`src/rtl/pwm_chan_pkg.sv`:
```
package pwm_chan_pkg;

  localparam int ADDR_W = 4;

  typedef enum logic [1:0] {
    REG_PSC  = 2'd0,
    REG_MOD  = 2'd1,
    REG_DUTY = 2'd2,
    REG_EN   = 2'd3
  } reg_sel_e;

endpackage

```
`src/rtl/pwm_chan_regs.sv`:
```
module pwm_chan_regs
  import pwm_chan_pkg::*;
#(
  parameter int CNT_W = 8,
  parameter int BUS_W = 32
) (
  input  logic                clk,
  input  logic                rst_n,
  input  logic                wr_en,
  input  logic                rd_en,
  input  logic [ADDR_W-1:0]   addr,
  input  logic [BUS_W-1:0]    wdata,
  input  logic                commit,
  output logic [BUS_W-1:0]    rdata,
  output logic [CNT_W-1:0]    psc_sh,
  output logic [CNT_W-1:0]    mod_sh,
  output logic [CNT_W-1:0]    duty_sh,
  output logic                en_q,
  output logic                pend_q
);

  localparam int PAD_W = BUS_W - CNT_W;

  reg_sel_e         sel;
  logic             hit;
  logic             wr_psc, wr_mod, wr_duty, wr_en_reg;
  logic [CNT_W-1:0] psc_d, mod_d, duty_d;
  logic             en_d, pend_d;
  logic [BUS_W-1:0] rd_val, rdata_d;
  logic             unused_hi;

  assign unused_hi = ^wdata[BUS_W-1:CNT_W];

  // address decode: only word-aligned addresses hit
  always_comb begin
    hit       = (addr[1:0] == 2'b00);
    sel       = reg_sel_e'(addr[3:2]);
    wr_psc    = wr_en && hit && (sel == REG_PSC);
    wr_mod    = wr_en && hit && (sel == REG_MOD);
    wr_duty   = wr_en && hit && (sel == REG_DUTY);
    wr_en_reg = wr_en && hit && (sel == REG_EN);
  end

  // next-state of staged registers
  always_comb begin
    psc_d  = wr_psc    ? wdata[CNT_W-1:0] : psc_sh;
    mod_d  = wr_mod    ? wdata[CNT_W-1:0] : mod_sh;
    duty_d = wr_duty   ? wdata[CNT_W-1:0] : duty_sh;
    en_d   = wr_en_reg ? wdata[0]         : en_q;
    // a new duty write wins over a commit in the same cycle
    if (wr_duty)     pend_d = 1'b1;
    else if (commit) pend_d = 1'b0;
    else             pend_d = pend_q;
  end

  // readback mux
  always_comb begin
    rd_val = '0;
    if (hit) begin
      unique case (sel)
        REG_PSC:  rd_val = {{PAD_W{1'b0}}, psc_sh};
        REG_MOD:  rd_val = {{PAD_W{1'b0}}, mod_sh};
        REG_DUTY: rd_val = {{PAD_W{1'b0}}, duty_sh};
        REG_EN:   rd_val = {{(BUS_W-1){1'b0}}, en_q};
        default:  rd_val = '0;
      endcase
    end
    rdata_d = rd_en ? rd_val : rdata;
  end

  always_ff @(posedge clk or negedge rst_n) begin
    if (!rst_n) begin
      psc_sh  <= '0;
      mod_sh  <= '0;
      duty_sh <= '0;
      en_q    <= 1'b0;
      pend_q  <= 1'b0;
      rdata   <= '0;
    end else begin
      psc_sh  <= psc_d;
      mod_sh  <= mod_d;
      duty_sh <= duty_d;
      en_q    <= en_d;
      pend_q  <= pend_d;
      rdata   <= rdata_d;
    end
  end

endmodule

```
`src/rtl/pwm_chan_timebase.sv`:
```
module pwm_chan_timebase #(
  parameter int CNT_W = 8
) (
  input  logic             clk,
  input  logic             rst_n,
  input  logic             en,
  input  logic             pend,
  input  logic [CNT_W-1:0] psc_sh,
  input  logic [CNT_W-1:0] mod_sh,
  input  logic [CNT_W-1:0] duty_sh,
  output logic             commit,
  output logic [CNT_W-1:0] pre_q,
  output logic [CNT_W-1:0] cnt_q,
  output logic [CNT_W-1:0] act_psc,
  output logic [CNT_W-1:0] act_mod,
  output logic [CNT_W-1:0] act_duty
);

  localparam int EXT_W = CNT_W + 1;

  logic             step_tick, last_step, boundary;
  logic [EXT_W-1:0] cnt_inc;
  logic [CNT_W-1:0] pre_d, cnt_d;
  logic [CNT_W-1:0] act_psc_d, act_mod_d, act_duty_d;

  always_comb begin
    step_tick = (pre_q == act_psc);
    cnt_inc   = {1'b0, cnt_q} + {{CNT_W{1'b0}}, 1'b1};
    // a modulus of zero behaves as a single-step period
    last_step = (cnt_inc >= {1'b0, act_mod});
    boundary  = step_tick && last_step;
    commit    = pend && (!en || boundary);
  end

  // counter next-state
  always_comb begin
    pre_d = pre_q;
    cnt_d = cnt_q;
    if (!en || boundary) begin
      pre_d = '0;
      cnt_d = '0;
    end else if (step_tick) begin
      pre_d = '0;
      cnt_d = cnt_inc[CNT_W-1:0];
    end else begin
      pre_d = pre_q + {{(CNT_W-1){1'b0}}, 1'b1};
    end
  end

  // active configuration is only reloaded on a commit
  always_comb begin
    act_psc_d  = commit ? psc_sh  : act_psc;
    act_mod_d  = commit ? mod_sh  : act_mod;
    act_duty_d = commit ? duty_sh : act_duty;
  end

  always_ff @(posedge clk or negedge rst_n) begin
    if (!rst_n) begin
      pre_q    <= '0;
      cnt_q    <= '0;
      act_psc  <= '0;
      act_mod  <= '0;
      act_duty <= '0;
    end else begin
      pre_q    <= pre_d;
      cnt_q    <= cnt_d;
      act_psc  <= act_psc_d;
      act_mod  <= act_mod_d;
      act_duty <= act_duty_d;
    end
  end

endmodule

```
`src/rtl/pwm_chan_compare.sv`:
```
module pwm_chan_compare #(
  parameter int CNT_W = 8
) (
  input  logic             clk,
  input  logic             rst_n,
  input  logic             en,
  input  logic [CNT_W-1:0] cnt,
  input  logic [CNT_W-1:0] duty,
  output logic             pwm_q
);

  logic pwm_d;

  always_comb begin
    pwm_d = en && (cnt < duty);
  end

  always_ff @(posedge clk or negedge rst_n) begin
    if (!rst_n) pwm_q <= 1'b0;
    else        pwm_q <= pwm_d;
  end

endmodule

```
`src/rtl/pwm_shadow_chan.sv`:
```
module pwm_shadow_chan
  import pwm_chan_pkg::*;
#(
  parameter int CNT_W = 8,
  parameter int BUS_W = 32
) (
  input  logic              clk,
  input  logic              rst_n,
  input  logic              wr_en,
  input  logic              rd_en,
  input  logic [ADDR_W-1:0] addr,
  input  logic [BUS_W-1:0]  wdata,
  output logic [BUS_W-1:0]  rdata,
  output logic              pwm_out
);

  logic [CNT_W-1:0] psc_sh, mod_sh, duty_sh;
  logic [CNT_W-1:0] act_psc, act_mod, act_duty;
  logic [CNT_W-1:0] pre_q, cnt_q;
  logic             en_q, pend_q, commit;

  pwm_chan_regs #(
    .CNT_W (CNT_W),
    .BUS_W (BUS_W)
  ) u_regs (
    .clk     (clk),
    .rst_n   (rst_n),
    .wr_en   (wr_en),
    .rd_en   (rd_en),
    .addr    (addr),
    .wdata   (wdata),
    .commit  (commit),
    .rdata   (rdata),
    .psc_sh  (psc_sh),
    .mod_sh  (mod_sh),
    .duty_sh (duty_sh),
    .en_q    (en_q),
    .pend_q  (pend_q)
  );

  pwm_chan_timebase #(
    .CNT_W (CNT_W)
  ) u_tb (
    .clk      (clk),
    .rst_n    (rst_n),
    .en       (en_q),
    .pend     (pend_q),
    .psc_sh   (psc_sh),
    .mod_sh   (mod_sh),
    .duty_sh  (duty_sh),
    .commit   (commit),
    .pre_q    (pre_q),
    .cnt_q    (cnt_q),
    .act_psc  (act_psc),
    .act_mod  (act_mod),
    .act_duty (act_duty)
  );

  pwm_chan_compare #(
    .CNT_W (CNT_W)
  ) u_cmp (
    .clk   (clk),
    .rst_n (rst_n),
    .en    (en_q),
    .cnt   (cnt_q),
    .duty  (act_duty),
    .pwm_q (pwm_out)
  );

endmodule

```
`config.mk`:
```
export PLATFORM = sky130hd
export DESIGN_NAME = pwm_shadow_chan
export DESIGN_NICKNAME = d
export VERILOG_FILES = /design/src/rtl/pwm_chan_pkg.sv /design/src/rtl/pwm_chan_regs.sv /design/src/rtl/pwm_chan_timebase.sv /design/src/rtl/pwm_chan_compare.sv /design/src/rtl/pwm_shadow_chan.sv
export SDC_FILE = /design/constraint.sdc
export NUM_CORES = 1
export LEC_CHECK = 0
export BUFFER_PORTS_ARGS = -buffer_cell sky130_fd_sc_hd__buf_2
export CELL_PAD_IN_SITES_DETAIL_PLACEMENT = 1
export CELL_PAD_IN_SITES_GLOBAL_PLACEMENT = 2
export CORE_MARGIN = 2
export CORE_UTILIZATION = 23
export CTS_BUF_LIST = sky130_fd_sc_hd__clkbuf_4
export DETAILED_ROUTE_END_ITERATION = 6
export GPL_TIMING_DRIVEN = 0
export PLACE_DENSITY_LB_ADDON = 0.08
export SLEW_MARGIN = 20
export SYNTH_ARGS = -nofsm -noshare
export SYNTH_HDL_FRONTEND = slang
export SYNTH_SLANG_ARGS = --single-unit
```
`constraint.sdc`:
```
create_clock -name clk -period 3.1 [get_ports clk]
set_clock_uncertainty 0.05 [all_clocks]
set_input_delay 0.62 -clock clk [delete_from_list [all_inputs] [get_ports clk]]
set_output_delay 0.62 -clock clk [all_outputs]
set_load 0.01 [all_outputs]
```
Yosys cells after proc, flatten, opt, wreduce, memory -nomap -nowiden:

Index checks and enable logic that the tools add are counted.

* output and inout bits: 33
* register bits after elaboration: 99
* input port bits: 40
* word-level logic and storage cells: 42

* reduce and logical (&&, ||, !) cells: 14
* magnitude comparators: 2
* muxes and demuxes: 8
* $add $sub $neg: 2
* eq/ne operators: 4

Operators by type and width (count)
* $pmux W32 S4: 1
* $mux W32: 1
* $mux W8: 4
* $add A8 B1 Y9 const B: 1
* $ge A9 B8 Y1: 1
* $add A8 B1 Y8 const B: 1
* $eq A8 B8 Y1: 1
* $logic_and A1 B1 Y1: 8
* $lt A8 B8 Y1: 1
* $eq A2 B2 Y1 const B: 2
* $logic_not A2 Y1: 2
* $reduce_bool A2 Y1: 2
* $eq A2 B1 Y1 const B: 1
* $mux W1: 2
* $logic_not A1 Y1: 1
* $logic_or A1 B1 Y1: 1

Longest topological paths before layout:

* depth after elaboration: 7
* mapped depth: 11
* gate-level depth less buffers: 10

Modules after synthesis:

Synthesis repeated with hierarchy kept, for this count alone.

* cells, all modules: 331
* area total of the unflattened synthesis: 4045.1 um2

Modules (own cells, without submodules)
* pwm_chan_timebase: sequential area each 1001.0 um2, cells an instance 167, area each 2124.5 um2, instances 1
* pwm_chan_regs: sequential area each 850.8 um2, cells an instance 137, area each 1711.6 um2, instances 1
* pwm_chan_compare: sequential area each 25.0 um2, cells an instance 27, area each 209.0 um2, instances 1

Least setup slack after synthesis:

Ideal clock, no wire load.

* kind: reg2reg
* start point: register u_tb.cnt_q[0]
* end point: register u_tb.act_duty[0]
* library setup time: 0.125 ns
* arrival time: 2.670 ns
* required time: 2.925 ns
* setup slack: 0.255 ns
* period minus slack after synthesis: 2.845 ns
* stages on the path, launching flop included: 12
* path buffers: 1
* cells stage by stage: dfrtp_1 -> ha_1 -> nand3_2 -> nor2_2 -> xor2_1 -> ha_1 -> a21oi_1 -> o21ai_0 -> o31a_1 -> o211ai_4 -> buf_12 -> mux2_4

* longest elaborated chain between the ends: 5

Ends and longest elaborated chain
* from (decl): line pwm_chan_timebase.sv:13 `output logic [CNT_W-1:0] cnt_q,`
* from (signal assigned): line pwm_chan_timebase.sv:66 `cnt_q <= cnt_d;`
* $add A8 B1 Y9: line pwm_chan_timebase.sv:28 `cnt_inc = {1'b0, cnt_q} + {{CNT_W{1'b0}}, 1'b1};`
* $ge A9 B8 Y1: line pwm_chan_timebase.sv:30 `last_step = (cnt_inc >= {1'b0, act_mod});`
* $logic_and A1 B1 Y1: line pwm_chan_timebase.sv:31 `boundary = step_tick && last_step;`
* $logic_or A1 B1 Y1: line pwm_chan_timebase.sv:32 `commit = pend && (!en || boundary);`
* $logic_and A1 B1 Y1: line pwm_chan_timebase.sv:32
* to (signal assigned): line pwm_chan_timebase.sv:69 `act_duty <= act_duty_d;`
* to (decl): line pwm_chan_timebase.sv:16 `output logic [CNT_W-1:0] act_duty`

No other way between the ends.
A chain may end at the register's enable or synchronous reset.

Worst setup path in the final report:

* start point: register u_tb.cnt_q[0]
* end point: register u_tb.act_mod[4]

* longest elaborated chain between the ends: 5

Ends and longest elaborated chain
* $add A8 B1 Y9: line pwm_chan_timebase.sv:28
* $ge A9 B8 Y1: line pwm_chan_timebase.sv:30
* $logic_and A1 B1 Y1: line pwm_chan_timebase.sv:31
* $logic_or A1 B1 Y1: line pwm_chan_timebase.sv:32
* $logic_and A1 B1 Y1: line pwm_chan_timebase.sv:32
* to (signal assigned): line pwm_chan_timebase.sv:68 `act_mod <= act_mod_d;`
* to (decl): line pwm_chan_timebase.sv:15 `output logic [CNT_W-1:0] act_mod,`

No other way between the ends.

==> summary.md <==
| Metric | Value |
|---|---|
| Max_cap viols | 0 |
| Mapped Cells | 332 |
| Clock Latency Late Sink | 0.45 ns |
| Largest net degree at the start of global routing | 39 |
| Wirelength, routed | 10200 microns |
| EDFF count, synth | 0 |
| CTS Hold Bufs | 0 |
| Fin util | 28.5% |
| PortBufs | 23 |
| CTS root buf | clkbuf_4 |
| CTS tree | yes |
| Vias in the first global route | 2820 |
| Post-synth top flop | dfrtp_1 |
| FF-to-FF Start | u_tb.cnt_q[0] |
| Critical path capture point type | flop |
| Leak | 2.32 nW |
| Die Ht | 135 microns |
| Initial antenna violation count | 1 |
| Via count | 2611 |
| DP Area | 4460 sq um |
| Syn. warnings | 0 |
| Clock transition at the registers of the reported paths | 0.13 ns |
| Cell Pwr Density | 604 nW/um^2 |
| Worst EP arrival | 3.20 ns |
| HP Class | in -> async |
| Outcome | complete, no violations |
| Cell variety after synth | 45 |
| Sequential area share after synthesis | 47.4% |
| Total gr overflow | 0 |
| GPL Wtd Cong | 0.671 |
| Max VDD drop | 202 uV |
| Yosys top cell area share | 47.4% |
| Max transition margin | 40.3% |
| DRC | 0 |
| CP Launch Point | u_tb.cnt_q[0] |
| CTS sink count | 75 |
| Critical Path RT | 3.38 ns |
| Worst Tran Pin Value | 0.892 ns |
| DIE AREA | 18300 sq um |
| Syn avg cell area | 11.9 sq um |
| Nets | 455 |
| Die Width | 135 microns |
| Pins Over Slew Limit | 0 |
| I/O pin total | 73 |
| CP max FO | 5 |
| Num rows | 47 |
| Vias per inst | 4.18 |
| Critical setup path kind | reg -> reg |
| DP Wirelength | 7540 microns |
| Startpoint Class | flop |
| Max Root-Sink Buffers | 2 |
| Min cycle time layout | 2.92 ns |
| Post-route cell area | 4760 sq um |
| Total track usage | 12.3% |
| Netlist Area Pre-Place | 3960 sq um |
| H-tree Lvls | 3 |
| Drt pass-1 iters | 4 |
| Period Utilization, post-route | 94.0% |
| First-pass GRT wire length | 16600 microns |
| Synth area leaders | dfrtp_1 47%, mux2_2 8.2%, mux2_4 7.6% |
| Synth async-reset ratio | 100% |
| Top post-synthesis cells by count | 75 x dfrtp_1, 29 x mux2_2, 25 x inv_1 |
| RSZ-0062 raised after global routing | no |
| Count leader, synth | dfrtp_1 |
| Setup violations, final | 0 |
| Area Growth Syn to Fin | 20.1% |
| Final Hold Viols | 0 |
| Register bit total from synthesis | 75 |
| DRT iter0 DRCs | 76 |
| Initial core utilization | 23.7% |
| Layout cells sized above 1 | 35.2% |
| Inserted Clock Buffers | 9 |
| Post-DRT Antenna Nets | 0 |
| Core area | 16700 sq um |
| Area leader, netlist | dfrtp_1 |
| Peak Freq | 343 MHz |
| Average wire per standard cell | 16.4 microns |
-- metal layers --
metal,global-route usage [%],share of wire (%),vias up
li1,-,-,1246
met1,16.1,49,1321
met2,20.1,47,35
met3,3.52,2.9,9
met4,2.95,1.2,0
met5,0,0,-
-- final timing paths --
check,depth (start not counted),to,slack (ns)
hold / removal,1,u_regs.duty_sh[6],0.08
max in group asynchronous,2,u_tb.act_psc[0],2.31
min in group clk,2,u_regs.psc_sh[1],0.37
setup / recovery,11,u_tb.act_mod[4],0.18
setup reg to reg,11,u_tb.act_mod[4],0.18
hold reg to reg,1,u_tb.act_duty[6],0.47
-- placed cells by master (no fill, tap or decap), types with 2 or more instances in the layout --
cell	n
dfrtp_1	70
buf_4	31
mux2_2	29
inv_1	25
buf_2	24
conb_1	24
mux2_4	20
nor2_1	19
ha_1	16
xnor2_1	11
clkbuf_4	11
nand3_1	10
a21oi_1	9
xor2_1	8
mux2i_1	7
o22ai_1	7
nand2_1	6
and3_1	5
clkbuf_1	5
nor2b_1	5
dfrtp_2	5
o21ai_0	4
buf_12	4
o31ai_1	4
nand4_1	3
nor3_1	3
a22o_1	3
a32o_1	3
or2_2	2
a21o_1	2
a211oi_1	2
bufinv_16	2
-- logic make-up after synthesis --
kind of cell | share of synthesized area [%]
muxes | 18.2
xor gates and xnor gates | 4.42
buffers and inverters | 8.65
DFF | 47.4
and+or+nand+nor | 7.70
other | 0.0946
adders and majority gates | 5.37
AOI/OAI and AO/OA | 8.24
-- state kept, by name, indices dropped and copies added, names as in the netlist --
register / count
u_cmp.pwm_q: 1
u_regs.duty_sh: 8
u_regs.en_q: 1
u_regs.mod_sh: 8
u_regs.pend_q: 1
u_regs.psc_sh: 8
u_regs.rdata: 8
u_tb.act_duty: 8
u_tb.act_mod: 8
u_tb.act_psc: 8
u_tb.cnt_q: 8
u_tb.pre_q: 8
-- metrics by stage --
| stage | cells | setup WS, ns | setup TNS [ns] | hold WS (ns) | total power [mW] |
|---|---|---|---|---|---|
| final | 624 | 0.185 | 0 | 0.0832 | 2.88 |
| after global routing | 624 | 0.00688 | 0 | 0.0849 | 3.09 |
| after CTS | 622 | 0.00725 | 0 | 0.0751 | 2.94 |
| after detailed placement | 599 | -0.305 | -6.72 | 0.448 | 2.15 |
| after global placement | 598 | -0.285 | -6.25 | 0.451 | 2.14 |
| after floorplan | 355 | 0.255 | 0 | 0.274 | 1.86 |
-- layout make-up --
cell class / count / area [sq um]
diodes: 1 / 2.50
plain buffers: 33 / 249
clock buffers: 11 / 82.6
clock inverters: 5 / 77.6
fillers: 1892 / 11900
inverters: 25 / 93.8
multi-input cells: 222 / 1860
flip-flops and latches: 75 / 1880
well taps: 220 / 275
repair buffers: 32 / 235
-- critical path, stage by stage, from the launching register on --
cell and delay [ns]:
dfrtp_2 0.40, ha_2 0.25, nand3_4 0.11, nor2_4 0.14, xor2_2 0.16, ha_1 0.27, a21oi_2 0.16, o21ai_0 0.10
o31a_1 0.31, o211ai_4 0.25, bufbuf_16 0.31, mux2_4 0.29
-- power by group --
| group | switching [mW] | internal, mW | leakage, nW |
|---|---|---|---|
| Sequential | 0.139 | 1.14 | 0.990 |
| Combinational | 0.474 | 0.412 | 1.24 |
| Clock | 0.370 | 0.343 | 0.0885 |
-- repair_timing --
item / 4_1_cts / 5_1_grt
gates cloned: 1 / 0
resized for setup: 6 / 5
buffers inserted: 6 / 1
pin swaps: 2 / 3
endpoints found under the setup margin: 24 / 23
No activity file was read; power rests on OpenSTA's default activity.
